<file path="src/rtl/baud_pair_pkg.sv">
`timescale 1ns/1ps
package baud_pair_pkg;
  localparam int unsigned CFG_W     = 8;
  localparam int unsigned PRE_SEL_W = 2;
  localparam int unsigned DIV_SEL_W = 3;
  localparam int unsigned PRE_CNT_W = 4;
  localparam int unsigned DIV_CNT_W = (1 << DIV_SEL_W) - 1;
  localparam int unsigned N_SIDES   = 2;

  typedef struct packed {
    logic [PRE_SEL_W-1:0] pre_sel;
    logic [DIV_SEL_W-1:0] tx_sel;
    logic [DIV_SEL_W-1:0] rx_sel;
  } rate_cfg_t;

  // Last count value of the prescaler for each select code (factor - 1).
  function automatic logic [PRE_CNT_W-1:0] pre_last(input logic [PRE_SEL_W-1:0] sel);
    logic [PRE_CNT_W-1:0] v;
    case (sel)
      2'b00:   v = 4'd0;
      2'b01:   v = 4'd2;
      2'b10:   v = 4'd3;
      default: v = 4'd12;
    endcase
    return v;
  endfunction
endpackage

</file>
<file path="src/rtl/rate_cfg_reg.sv">
`timescale 1ns/1ps
module rate_cfg_reg
  import baud_pair_pkg::*;
(
  input  logic             clk_i,
  input  logic             rst_ni,
  input  logic             wr_en_i,
  input  logic [CFG_W-1:0] wr_data_i,
  output rate_cfg_t        cfg_o,
  output logic [CFG_W-1:0] rd_data_o
);
  rate_cfg_t cfg_q, cfg_d;

  always_comb begin
    cfg_d = cfg_q;
    if (wr_en_i) cfg_d = rate_cfg_t'(wr_data_i);
  end

  always_ff @(posedge clk_i or negedge rst_ni) begin
    if (!rst_ni) cfg_q <= '0;
    else         cfg_q <= cfg_d;
  end

  assign cfg_o     = cfg_q;
  assign rd_data_o = cfg_q;

  // a write is visible on the read port in the following cycle
  p_readback_r1: assert property (@(posedge clk_i) disable iff (!rst_ni)
    wr_en_i |=> (rd_data_o == $past(wr_data_i)));
  // without a write the stored value holds
  p_hold_r1: assert property (@(posedge clk_i) disable iff (!rst_ni)
    !wr_en_i |=> $stable(rd_data_o));
endmodule

</file>
<file path="src/rtl/rate_prescaler.sv">
`timescale 1ns/1ps
module rate_prescaler
  import baud_pair_pkg::*;
(
  input  logic                 clk_i,
  input  logic                 rst_ni,
  input  logic                 clr_i,
  input  logic [PRE_SEL_W-1:0] sel_i,
  output logic                 tick_o
);
  logic [PRE_CNT_W-1:0] cnt_q, cnt_d;
  logic [PRE_CNT_W-1:0] last;

  assign last   = pre_last(sel_i);
  assign tick_o = (cnt_q == last);

  always_comb begin
    cnt_d = cnt_q;
    if (clr_i)       cnt_d = '0;
    else if (tick_o) cnt_d = '0;
    else             cnt_d = cnt_q + 1'b1;
  end

  always_ff @(posedge clk_i or negedge rst_ni) begin
    if (!rst_ni) cnt_q <= '0;
    else         cnt_q <= cnt_d;
  end

  // the count never passes the last value of the selected factor
  p_pre_range_r3: assert property (@(posedge clk_i) disable iff (!rst_ni)
    cnt_q <= last);
  // a reconfiguration restarts the prescaler from zero
  p_pre_clear_r7: assert property (@(posedge clk_i) disable iff (!rst_ni)
    clr_i |=> (cnt_q == '0));
endmodule

</file>
<file path="src/rtl/rate_divider.sv">
`timescale 1ns/1ps
module rate_divider
  import baud_pair_pkg::*;
#(
  parameter int unsigned SEL_W = DIV_SEL_W,
  localparam int unsigned CNT_W = (1 << SEL_W) - 1
) (
  input  logic             clk_i,
  input  logic             rst_ni,
  input  logic             clr_i,
  input  logic             adv_i,
  input  logic [SEL_W-1:0] sel_i,
  output logic             tick_o
);
  localparam logic [CNT_W-1:0] ONES = '1;

  logic [CNT_W-1:0] cnt_q, cnt_d;
  logic [CNT_W-1:0] last;

  assign last   = ONES >> (CNT_W - int'(sel_i));
  assign tick_o = adv_i && (cnt_q == last);

  always_comb begin
    cnt_d = cnt_q;
    if (clr_i)      cnt_d = '0;
    else if (adv_i) cnt_d = (cnt_q == last) ? '0 : cnt_q + 1'b1;
  end

  always_ff @(posedge clk_i or negedge rst_ni) begin
    if (!rst_ni) cnt_q <= '0;
    else         cnt_q <= cnt_d;
  end

  // the count only moves on a prescaler tick
  p_div_hold_r8: assert property (@(posedge clk_i) disable iff (!rst_ni)
    (!adv_i && !clr_i) |=> $stable(cnt_q));
  // the count stays inside the selected span
  p_div_range_r4: assert property (@(posedge clk_i) disable iff (!rst_ni)
    cnt_q <= last);
endmodule

</file>
<file path="src/rtl/baud_pair_gen.sv">
`timescale 1ns/1ps
module baud_pair_gen
  import baud_pair_pkg::*;
(
  input  logic             clk_i,
  input  logic             rst_ni,
  input  logic             wr_en_i,
  input  logic [CFG_W-1:0] wr_data_i,
  output logic [CFG_W-1:0] rd_data_o,
  output logic             tx_tick_o,
  output logic             rx_tick_o
);
  rate_cfg_t            cfg;
  logic                 pre_tick;
  logic [DIV_SEL_W-1:0] div_sel  [N_SIDES];
  logic                 div_tick [N_SIDES];

  rate_cfg_reg u_cfg (
    .clk_i     (clk_i),
    .rst_ni    (rst_ni),
    .wr_en_i   (wr_en_i),
    .wr_data_i (wr_data_i),
    .cfg_o     (cfg),
    .rd_data_o (rd_data_o)
  );

  rate_prescaler u_pre (
    .clk_i  (clk_i),
    .rst_ni (rst_ni),
    .clr_i  (wr_en_i),
    .sel_i  (cfg.pre_sel),
    .tick_o (pre_tick)
  );

  assign div_sel[0] = cfg.tx_sel;
  assign div_sel[1] = cfg.rx_sel;

  for (genvar s = 0; s < N_SIDES; s++) begin : g_side
    rate_divider #(.SEL_W(DIV_SEL_W)) u_div (
      .clk_i  (clk_i),
      .rst_ni (rst_ni),
      .clr_i  (wr_en_i),
      .adv_i  (pre_tick),
      .sel_i  (div_sel[s]),
      .tick_o (div_tick[s])
    );
  end

  assign tx_tick_o = div_tick[0];
  assign rx_tick_o = div_tick[1];

  // with a prescaler above 1, no tick in the cycle right after a write
  p_restart_quiet_r7: assert property (@(posedge clk_i) disable iff (!rst_ni)
    (wr_en_i && (wr_data_i[7:6] != 2'b00)) |=> (!tx_tick_o && !rx_tick_o));
  // an all-zero setting gives a tick on every cycle
  p_unit_rate_r6: assert property (@(posedge clk_i) disable iff (!rst_ni)
    (rd_data_o == '0) |-> (tx_tick_o && rx_tick_o));
  // a side tick never appears without a prescaler tick
  p_tick_on_pre_r8: assert property (@(posedge clk_i) disable iff (!rst_ni)
    (tx_tick_o || rx_tick_o) |-> pre_tick);
endmodule

</file>
<file path="config.mk">
export PLATFORM = sky130hd
export DESIGN_NAME = baud_pair_gen
export DESIGN_NICKNAME = d
export VERILOG_FILES = /design/src/rtl/baud_pair_pkg.sv /design/src/rtl/rate_cfg_reg.sv /design/src/rtl/rate_prescaler.sv /design/src/rtl/rate_divider.sv /design/src/rtl/baud_pair_gen.sv
export SDC_FILE = /design/constraint.sdc
export NUM_CORES = 1
export LEC_CHECK = 0
export ABC_AREA = 1
export BUFFER_PORTS_ARGS = -buffer_cell sky130_fd_sc_hd__buf_2
export CORE_MARGIN = 2
export CORE_UTILIZATION = 57
export CTS_CLUSTER_DIAMETER = 30
export DETAILED_ROUTE_END_ITERATION = 8
export GPL_ROUTABILITY_DRIVEN = 1
export MAX_ROUTING_LAYER = met4
export PLACE_DENSITY = 0.82
export SLEW_MARGIN = 20
export SYNTH_ARGS = -nofsm -noshare
export SYNTH_HDL_FRONTEND = slang
export SYNTH_SLANG_ARGS = --single-unit
</file>
<file path="constraint.sdc">
create_clock -name clk_i -period 2.19 [get_ports clk_i]
set_clock_uncertainty 0.1 [all_clocks]
set_input_delay 0.1095 -clock clk_i [delete_from_list [all_inputs] [get_ports clk_i]]
set_output_delay 0.1095 -clock clk_i [all_outputs]
set_load 0.01 [all_outputs]
</file>
==> reports/results.env <==
OUTCOME='finished clean'
POWER_DENSITY_OVER_THE_CELLS_mW_PER_MM2=620
DIE-AREA_MM2=0.00332
CTS-ROOT-BUF='sky130_fd_sc_hd__clkbuf_4'
CRIT_PATH_END_KIND='primary output'
SYNTH_COMPOUND_AREA_FRAC=0.0634
DRTANTENNAVIOLNETS=0
SYNTHSIMPLEGATEAREAFRAC=0.358
CTS_BUFFER_DEPTH=2
FINALCRITPERIODSHARE=0.886
WORST_SETUP_PATH_STARTPOINT='u_cfg.cfg_o[5]$_DFFE_PN0P_'
CTS.SINKS=26
GRT_USE_MET2=0.365
OVERFLOW_LEFT_AFTER_GLOBAL_ROUTING=0
SHARE_OF_THE_SYNTHESIZED_NETLIST_AREA_TAKEN_BY_XOR_AND_XNOR_GATES=0.0695
WORSTHOLDPATHTYPE='in2reg'
CP_NUM_BUF_INV=1
TOTAL_OF_FILL_CELLS_IN_THE_FINISHED_DESIGN=224
NETLIST_AREA_MM2=0.00164
MAPPEDNETLISTNETS=233
WORST_PATH_DOMINANT_CELL_FAMILY='simple AND/OR/NAND/NOR gates'
WORST_SETUP_PATH_TYPE='reg2out'
CRITICAL_PATH.REG2REG.STARTPOINT='u_cfg.cfg_o[6]$_DFFE_PN0P_'
CTS_INSERTED_BUFFERS=3
SYNTH_FA_HA_AREA_FRAC=0.0382
CRITPATHCAPTURE='tx_tick_o'
CPMAXSTAGEDELAYCELL='sky130_fd_sc_hd__dfrtp_1'
DRT_PRE_ANTENNA_ITERS=4
TIMING_MAX_TRANSITION_VIOLATIONS_FINAL=0
MULTIINPUTGATEAREA_UM2=866
CLK_LATENCY_WORST_SKEW_PAIR_PS=310
DIE_W_UM=57.6
GR-USAGE-MET1=0.276
PORT_BUFFERS=20
CORE_AREA_MM2=0.00273
MAX_CAP_VIOLS=0
REG2REG_DEPTH=8
FINALSETUPTNS_PS=0
SYNTH_MUX_AREA_FRAC=0
MAXSLEWHEADROOM=0.607
LAYOUT.NETS=262
CLK_PIN_SLEW_PS=130
AVERAGE_SIZE_OF_A_MAPPED_CELL_UM2=7.55
POWER.TOTAL_mW=1.15
DIE_SPAN_Y_UM=57.6
RRSETUPSLACK_PS=360
FLOW.AREA_GROWTH_FROM_SYNTHESIS_PCT=13.4
FIN_CRIT_PS=1940
GRT_ANTENNA_BEFORE_REPAIR=0
GRT_BUSIEST_LAYER='met2'
WORST_IR_DROP_ON_VDD_uV=440
SYNTH_SEQ_CELLS=26
CTS_RESIZED=0
PIN_COUNT=21
NUM_ANTENNA_CELLS=0
NETLIST-CELL-TYPE-COUNT=29
KIND_OF_START_POINT_OF_THE_CRITICAL_PATH='register'
RSZ_0062_RAISED_AFTER_GLOBAL_ROUTING='false'
WIRELENGTH_UM=3190
WORSTMARGINPINSLEW_PS=590
MAX_FREQ_MHz=515
COMMONEST_NON_FILL_NON_TAP_CELLS_IN_THE_LAYOUT='sky130_fd_sc_hd__nand2_1 (70), sky130_fd_sc_hd__dfrtp_1 (26), sky130_fd_sc_hd__buf_2 (20)'
HOLD_VIOL_FINAL=0
VIAS_IN_THE_FIRST_GLOBAL_ROUTE=1341
PLACE.DETAILED.HPWL_UM=2280
FLOORPLAN.INITIALDENSITY=0.599
SYN-INSTANCE-COUNT=217
FLOORPLAN.ROWS=19
DRT_ITER0_DRC=68
POWER_LEAKAGE_nW=0.959
WIRE_LENGTH_OF_THE_FIRST_GLOBAL_ROUTING_PASS_UM=5540
VIAS_PER_CELL=5.21
GRT_USE_TOTAL=0.217
CTS_TREE='built'
VIAS=1434
WORST-PATH-MAX-FANOUT=10
CRIT-REG2REG-CAPTURE='g_side[0].u_div.cnt_q[0]$_DFFE_PN0P_'
TIMING.FINAL.SETUP_VIOLATIONS=0
WORST-PATH-STAGES=7
REMAINING_DRC_ERRORS=0
TIMING.CRITICAL_PATH.ARRIVAL_PS=1730
LARGEST_NET_DEGREE_AT_THE_START_OF_GLOBAL_ROUTING=27
CP_SLOWEST_STAGE_DELAY_PS=550
CRITPATHREQUIREDTIME_PS=1980
DRIVE_ABOVE_1_SHARE=0.172
LARGEST_FAMILY_OF_LOGIC_CELLS_BY_SYNTHESIZED_AREA='simple AND/OR/NAND/NOR gates'
WORSTPATHCELLLIST='nand2_1 > nand3_1 > nand2_1 > nor2_1 > nand3_4 > nor2_1 > buf_2'
ROUTABILITYCONGESTION=0.824
SEQ_TOTAL_AREA_YOSYS=0.397
AVGROUTEDWIREPERCELL_UM=11.6
MOST_COMMON_CELL_AFTER_LAYOUT_FILL_AND_TAPS_ASIDE='sky130_fd_sc_hd__nand2_1'
USE_MET3=0.0249
SEQUENTIAL_CELL_AREA_UM2=651
HTREEDEPTH=1
YOSYSWARNINGS=0
per-layer routing:
metal / up-vias / wire [um]
li1: 740 / -
met4: 0 / 21
met3: 4 / 106
met2: 33 / 1540
met1: 657 / 1520
met5: - / 0
sequential cells by signal, indices dropped and copies added, names as in the netlist:
register and flops:
g_side.u_div.cnt_q 14, u_cfg.cfg_o 8, u_pre.cnt_q 4
worst min path at each step:
| stage | startpoint | to | slack [ps] | cells after the start |
|---|---|---|---|---|
| after floorplan | rst_ni | g_side[0].u_div.cnt_q[0]$_DFFE_PN0P_ | -290 | 0 |
| after global placement | rst_ni | u_pre.cnt_q[0]$_DFF_PN0_ | 40 | 1 |
| after detailed placement | rst_ni | u_pre.cnt_q[1]$_DFF_PN0_ | 40 | 1 |
| after CTS | wr_en_i | u_cfg.cfg_o[7]$_DFFE_PN0P_ | 70 | 3 |
| after global routing | wr_en_i | u_cfg.cfg_o[7]$_DFFE_PN0P_ | 90 | 3 |
| final | wr_en_i | u_cfg.cfg_o[7]$_DFFE_PN0P_ | 80 | 3 |
worst min-delay path, stage by stage:
cell	delay, ps
sky130_fd_sc_hd__buf_2	210
sky130_fd_sc_hd__nand2_1	100
sky130_fd_sc_hd__nand2_1	50
synthesized netlist by cell type:
cell type,instances,area [um^2]
sky130_fd_sc_hd__dfrtp_1,26,651
sky130_fd_sc_hd__nand2_1,70,263
sky130_fd_sc_hd__inv_2,5,18.8
sky130_fd_sc_hd__xor2_1,9,78.8
sky130_fd_sc_hd__xnor2_1,4,35.0
sky130_fd_sc_hd__nor3b_1,2,15.0
sky130_fd_sc_hd__o21ai_2,3,26.3
sky130_fd_sc_hd__nand2_4,1,11.3
sky130_fd_sc_hd__nor2_1,18,67.6
sky130_fd_sc_hd__nor2_4,1,11.3
sky130_fd_sc_hd__a21boi_0,1,7.51
sky130_fd_sc_hd__o21ai_0,7,35.0
sky130_fd_sc_hd__inv_1,19,71.3
sky130_fd_sc_hd__nand3_2,2,20.0
sky130_fd_sc_hd__o21bai_1,2,15.0
sky130_fd_sc_hd__or2_0,1,6.26
sky130_fd_sc_hd__buf_2,1,5.00
sky130_fd_sc_hd__nand2_2,3,18.8
sky130_fd_sc_hd__a21oi_1,1,5.00
sky130_fd_sc_hd__nor3_2,1,10.0
sky130_fd_sc_hd__nor3_1,1,5.00
sky130_fd_sc_hd__ha_1,5,62.6
sky130_fd_sc_hd__nand4_1,6,37.5
sky130_fd_sc_hd__clkbuf_1,1,3.75
sky130_fd_sc_hd__buf_4,3,22.5
sky130_fd_sc_hd__nor2_2,2,12.5
sky130_fd_sc_hd__nand3_4,1,17.5
sky130_fd_sc_hd__o21ai_1,3,15.0
sky130_fd_sc_hd__nand3_1,18,90.1
power by group:
part | internal (mW) | leakage, nW | switching, mW
Combinational | 0.134 | 0.600 | 0.210
Clock | 0.0642 | 0.0138 | 0.128
Sequential | 0.531 | 0.345 | 0.0853
per-stage QoR:
stage	instance area [um^2]	instances	hold slack, ps	setup slack, ps	util
after floorplan	1640	217	-286	501	-
after global placement	1750	263	44.4	458	0.638
after detailed placement	1750	263	44.9	380	0.638
after CTS	1860	275	69.4	255	0.680
after global routing	1860	275	86.1	70.2	0.680
final	1860	275	76.9	250	0.680
area by class of cell:
type | count | area share
Timing Repair Buffer | 29 | 0.102
Tap cell | 31 | 0.0209
Multi-Input combinational cell | 162 | 0.466
Sequential cell | 26 | 0.350
Inverter | 24 | 0.0485
Clock buffer | 3 | 0.0121
cells by family after synthesis:
family | Yosys count
adders and majority gates | 5
buffers and inverters | 29
AOI/OAI and AO/OA | 17
DFF | 26
xor gates and xnor gates | 13
and+or+nand+nor | 127
what timing repair did:
item                      in CTS  in global routing
hold endpoints to repair      34                  0
hold buffers                   9                  0
setup buffers                  0                  0
(Power assumes the default switching activity.)
